<file path="src/rtl/qc_pkg.sv">
package qc_pkg;

    typedef enum logic [1:0] {
        MODE_QUAD   = 2'd0,
        MODE_BIN    = 2'd1,
        MODE_DIRLVL = 2'd2,
        MODE_UPDN   = 2'd3
    } qc_mode_e;

    typedef enum logic [1:0] {
        STEP_NONE = 2'd0,
        STEP_UP   = 2'd1,
        STEP_DN   = 2'd2,
        STEP_BAD  = 2'd3
    } qc_step_e;

    // position of a quadrature code {a,b} along the forward cycle
    function automatic logic [1:0] quad_pos(input logic [1:0] code);
        case (code)
            2'b00:   quad_pos = 2'd0;
            2'b10:   quad_pos = 2'd1;
            2'b11:   quad_pos = 2'd2;
            default: quad_pos = 2'd3;
        endcase
    endfunction

endpackage

</file>
<file path="src/rtl/qc_sync.sv">
module qc_sync #(
    parameter int W      = 2,
    parameter int STAGES = 2
) (
    input  logic         clk,
    input  logic         rst_n,
    input  logic [W-1:0] d,
    output logic [W-1:0] q
);
    logic [W-1:0] stg_q [STAGES];

    for (genvar i = 0; i < STAGES; i++) begin : g_stg
        if (i == 0) begin : g_first
            always_ff @(posedge clk) begin
                if (!rst_n) stg_q[i] <= '0;
                else        stg_q[i] <= d;
            end
        end else begin : g_next
            always_ff @(posedge clk) begin
                if (!rst_n) stg_q[i] <= '0;
                else        stg_q[i] <= stg_q[i-1];
            end
        end
    end

    assign q = stg_q[STAGES-1];
endmodule

</file>
<file path="src/rtl/qc_step_decode.sv">
module qc_step_decode
    import qc_pkg::*;
(
    input  qc_mode_e   mode,
    input  logic [1:0] prev,
    input  logic [1:0] cur,
    output qc_step_e   step
);
    logic [1:0] dq;
    logic [1:0] db;
    logic       rise_a;
    logic       rise_b;

    always_comb begin
        dq     = quad_pos(cur) - quad_pos(prev);
        db     = cur - prev;
        rise_a = !prev[1] && cur[1];
        rise_b = !prev[0] && cur[0];
        step   = STEP_NONE;
        case (mode)
            MODE_QUAD: begin
                case (dq)
                    2'd1:    step = STEP_UP;
                    2'd3:    step = STEP_DN;
                    2'd2:    step = STEP_BAD;
                    default: step = STEP_NONE;
                endcase
            end
            MODE_BIN: begin
                case (db)
                    2'd1:    step = STEP_UP;
                    2'd3:    step = STEP_DN;
                    default: step = STEP_NONE;
                endcase
            end
            MODE_DIRLVL: begin
                if (rise_a) step = cur[0] ? STEP_DN : STEP_UP;
            end
            default: begin
                if (rise_a && !rise_b)      step = STEP_UP;
                else if (rise_b && !rise_a) step = STEP_DN;
            end
        endcase
    end
endmodule

</file>
<file path="src/rtl/qc_counter.sv">
module qc_counter
    import qc_pkg::*;
#(
    parameter int CNT_W       = 32,
    parameter int SYNC_STAGES = 2
) (
    input  logic             clk,
    input  logic             rst_n,
    input  logic [1:0]       mode_i,
    input  logic             in_a_i,
    input  logic             in_b_i,
    input  logic             clear_i,
    input  logic             load_i,
    input  logic [CNT_W-1:0] load_val_i,
    output logic [CNT_W-1:0] count_o,
    output logic             dir_o,
    output logic             err_o
);
    localparam logic [CNT_W-1:0] ONE = CNT_W'(1);

    typedef struct packed {
        logic [CNT_W-1:0] cnt;
        logic [1:0]       prev;
        logic             dir;
        logic             err;
    } state_t;

    state_t     st_d, st_q;
    logic [1:0] code_sync;
    qc_step_e   step;

    qc_sync #(.W(2), .STAGES(SYNC_STAGES)) u_sync (
        .clk   (clk),
        .rst_n (rst_n),
        .d     ({in_a_i, in_b_i}),
        .q     (code_sync)
    );

    qc_step_decode u_dec (
        .mode (qc_mode_e'(mode_i)),
        .prev (st_q.prev),
        .cur  (code_sync),
        .step (step)
    );

    always_comb begin
        st_d      = st_q;
        st_d.prev = code_sync;
        if (clear_i) begin
            st_d.cnt = '0;
            st_d.err = 1'b0;
        end else if (load_i) begin
            st_d.cnt = load_val_i;
        end else begin
            case (step)
                STEP_UP: begin
                    st_d.cnt = st_q.cnt + ONE;
                    st_d.dir = 1'b0;
                end
                STEP_DN: begin
                    st_d.cnt = st_q.cnt - ONE;
                    st_d.dir = 1'b1;
                end
                STEP_BAD: st_d.err = 1'b1;
                default:  ;
            endcase
        end
    end

    always_ff @(posedge clk) begin
        if (!rst_n) st_q <= '0;
        else        st_q <= st_d;
    end

    assign count_o = st_q.cnt;
    assign dir_o   = st_q.dir;
    assign err_o   = st_q.err;
endmodule

</file>
<file path="config.mk">
export PLATFORM = sky130hd
export DESIGN_NAME = qc_counter
export DESIGN_NICKNAME = d
export VERILOG_FILES = /design/src/rtl/qc_pkg.sv /design/src/rtl/qc_sync.sv /design/src/rtl/qc_step_decode.sv /design/src/rtl/qc_counter.sv
export SDC_FILE = /design/constraint.sdc
export NUM_CORES = 1
export LEC_CHECK = 0
export CAP_MARGIN = 20
export CORE_UTILIZATION = 48
export DETAILED_ROUTE_END_ITERATION = 16
export GPL_TIMING_DRIVEN = 0
export PLACE_DENSITY = 0.86
export SYNTH_ARGS = -nofsm -noshare
export SYNTH_HDL_FRONTEND = slang
export SYNTH_SLANG_ARGS = --single-unit
</file>
<file path="constraint.sdc">
create_clock -name clk -period 4.8 [get_ports clk]
set_input_delay 0.48 -clock clk [delete_from_list [all_inputs] [get_ports clk]]
set_output_delay 0.48 -clock clk [all_outputs]
set_load 0.01 [all_outputs]
</file>
==> metrics <==
worst endpoint data arrival time 4.81 ns; normalized max-slew margin 0.541; final setup fails 0; Adder-Cell Fraction of Synth Area 0.145; Crit-path slowest cell o41ai_2; largest net degree at the start of global routing 19; largest family of logic cells by synthesized area compound AO/OA/AOI/OAI gates; CTS clk-pin slew, worst paths 0.10 ns; ANT cells 0; Worst-Skew Late Latency 0.31 ns; final routed DRC violation total 0; WHS 0.444 ns; Critical R2R Launch u_sync.stg_q[1][1]$_SDFF_PN0_; Synthesized Nets 592; Tot Pwr 1.05 mW; hold path startpoint u_sync.stg_q[0][0]$_SDFF_PN0_; Slew @ Worst Pin 0.689 ns; gr usage total 0.259; die width 92.6 um; grt total ovfl 0; xor/xnor share of the synthesized area 0.0578; post-synthesis cell type count 63; clk_skew 0.00716 ns; initial antenna violation count 0; startpoint types flip-flop; Final nets 681; most used cell, CP ha_1; router iterations before antenna repair 5; Num CTS Buffers 5; Post-CTS Hold Fix Bufs 0; multi-input logic area 0.00281 mm^2; Post-synth EDFFs 0; CTS tree done; dpl ws -0.473 ns; Post-Route WL 11400 um; final worst setup slack 0.172 ns; Worst Setup End Kind flip-flop; Final min period 4.63 ns; htree depth 2; Clock Path Buffers 2; Power per Cell Area 209 mW/mm^2; sequential cell area 803 um^2; Crit Path Max Fanout 8; leakage power 2.22 nW; sequential-to-total area share from yosys stat 0.203; num rows 32; CTS sink cnt 40; crit share post-route 0.964; Post-Syn Area 0.00394 mm^2; fill count 710; core area 0.00785 mm^2; Fin. Hold Viols 0; hold path cells 1; DP Area 0.00480 mm^2; vias 4125; post-DP HPWL 8130 um; Async SR Flop Fraction 0; fin. max-slew vios 0; register-to-register setup slack 0.17 ns; Synth Area in Compound Gates 0.289; Max IR drop VDD 0.000122 V; maxcap violations 0; io pins 74; Starting Density 0.502; Die Y 92.6 um; synthesized area per cell 7.77 um^2; f_max 216 MHz; simple-gate area share of the yosys netlist 0.179; mux share of post-synthesis cell area 0.0257; status finished clean; cell chain of the critical path inv_1, ha_1, ha_1, xnor2_2, inv_1, ha_1, nor4_2, a21oi_1, a32oi_2, ha_4, buf_4, buf_4, fa_1, a21o_1, a311oi_2, o21ai_2, o21ai_1, o31a_1, o41ai_2, xnor2_1, o22ai_1; fin area 0.00504 mm^2; Top FF cell, synth dfxtp_1; cells on worst reg2reg path 21; DR WL/cell 16.3 um; worst hold endpoint u_sync.stg_q[1][0]$_SDFF_PN0_; Routed Antenna Nets 0; Ys Warns 0; Synth Register Bits 40; FF-to-FF End count_o[28]$_SDFFE_PP0P_; initial drt markers 240; Worst Path Required 4.98 ns; synthesized netlist cell count 507; global-route wire length before repair 17900 um; share of layout cells above drive strength 1 0.134; vias in the first global route 3808; die area 0.00857 mm^2; DR vias/cell 5.90; routability cong. 0.926; P&R area growth vs syn 28.0%; Clock Tree Root clkbuf_8; Crit Path Class flip-flop to flip-flop; I/O Buffers 73; max incr delay on CP 0.44 ns; Min-Delay Path Class flip-flop to flip-flop
state kept, by name (all words and copies together), names as in the netlist:
| register | flops |
|---|---|
| count_o | 32 |
| u_sync.stg_q | 4 |
| st_q | 2 |
| dir_o | 1 |
| err_o | 1 |
Yosys cell counts, drive strengths merged (5+ instances only):
| cell | instances | area, um^2 |
|---|---|---|
| dfxtp | 40 | 801 |
| buf | 36 | 259 |
| inv | 15 | 56.3 |
| nand3 | 13 | 65.1 |
| mux2i | 9 | 90.1 |
| or2 | 6 | 37.5 |
| o211ai | 7 | 52.6 |
| clkbuf | 20 | 76.3 |
| nor2b | 5 | 31.3 |
| a31oi | 6 | 37.5 |
| a21o | 15 | 113 |
| nor3 | 8 | 40.0 |
| and2 | 7 | 43.8 |
| o211a | 5 | 50.1 |
| and4 | 5 | 43.8 |
| a21oi | 60 | 304 |
| and3 | 6 | 37.5 |
| xor2 | 8 | 70.1 |
| xnor2 | 18 | 158 |
| nor2 | 35 | 131 |
| nand2 | 32 | 123 |
| ha | 44 | 551 |
| a211oi | 11 | 82.6 |
| o21ai | 34 | 174 |
| nand2b | 7 | 43.8 |
worst max path at each step:
| stage | from | end | slack, ns | depth (start not counted) |
|---|---|---|---|---|
| floorplan | u_sync.stg_q[1][1]$_SDFF_PN0_ | count_o[29]$_SDFFE_PP0P_ | 0.24 | 20 |
| global placement | u_sync.stg_q[1][0]$_SDFF_PN0_ | count_o[31]$_SDFFE_PP0P_ | -0.37 | 18 |
| detailed placement | u_sync.stg_q[1][0]$_SDFF_PN0_ | count_o[31]$_SDFFE_PP0P_ | -0.47 | 18 |
| CTS | u_sync.stg_q[1][0]$_SDFF_PN0_ | count_o[31]$_SDFFE_PP0P_ | 0.03 | 18 |
| global route | st_q[3]$_SDFF_PN0_ | count_o[28]$_SDFFE_PP0P_ | -0.05 | 22 |
| finish | u_sync.stg_q[1][1]$_SDFF_PN0_ | count_o[28]$_SDFFE_PP0P_ | 0.17 | 21 |
per-layer routing:
layer,share of wire,up-vias,GRT usage
met4,0.026,0,0.0951
met1,0.42,1930,0.322
met3,0.062,25,0.0279
met5,0,-,0
li1,-,2004,-
met2,0.49,166,0.459
report_power, final:
group / internal (mW) / switching [mW]
sequential: 0.349 / 0.0154
combinational: 0.198 / 0.241
clock: 0.103 / 0.145
layout by cell type (no fill, tap or decap), types with 8 or more instances in the layout:
master / n
a21o_1: 15
nand2_1: 31
xnor2_1: 17
nor3_1: 8
mux2i_1: 9
nand3_1: 12
clkbuf_1: 19
ha_1: 43
inv_1: 15
a21oi_1: 58
buf_4: 39
nor2_1: 35
dfxtp_1: 38
a211oi_1: 11
clkdlybuf4s50_1: 73
xor2_1: 8
o21ai_0: 29
per-stage QoR:
step / util / setup TNS (ns) / std cells
6_report: 0.642 / 0 / 699
5_1_grt: 0.642 / -0.119 / 699
4_1_cts: 0.629 / 0 / 693
3_5_place_dp: 0.612 / -4.94 / 682
3_3_place_gp: 0.612 / -2.46 / 682
2_1_floorplan: - / 0 / 507
cell type report:
| class | count | share of cell area |
|---|---|---|
| clock inverters | 3 | 0.00472 |
| well taps | 102 | 0.0253 |
| multi-input cells | 396 | 0.557 |
| repair buffers | 82 | 0.162 |
| flip-flops and latches | 40 | 0.159 |
| plain buffers | 56 | 0.0665 |
| inverters | 15 | 0.0112 |
| clock buffers | 5 | 0.0137 |
cells by family after synthesis:
| kind of cell | count (synthesis) |
|---|---|
| compound gates | 175 |
| xor+xnor | 26 |
| fa+ha+maj | 45 |
| buf+inv | 71 |
| flops | 40 |
| mux | 10 |
| simple gates | 140 |
what timing repair did:
item,in CTS,in global routing
hold endpoints to repair,0,0
gates resized for setup,2,11
buffers inserted,3,6
endpoints found under the setup margin,22,17
pin swaps,1,3
critical path, delay by kind of cell, from the launching register on:
kind	cells	cell delay (ns)
DFF	1	0.36
xor gates and xnor gates	2	0.34
and+or+nand+nor	1	0.22
adders and majority gates	5	1.12
buffers and inverters	4	0.43
AOI/OAI and AO/OA	9	2.04
No activity file was read; power rests on OpenSTA's default activity.
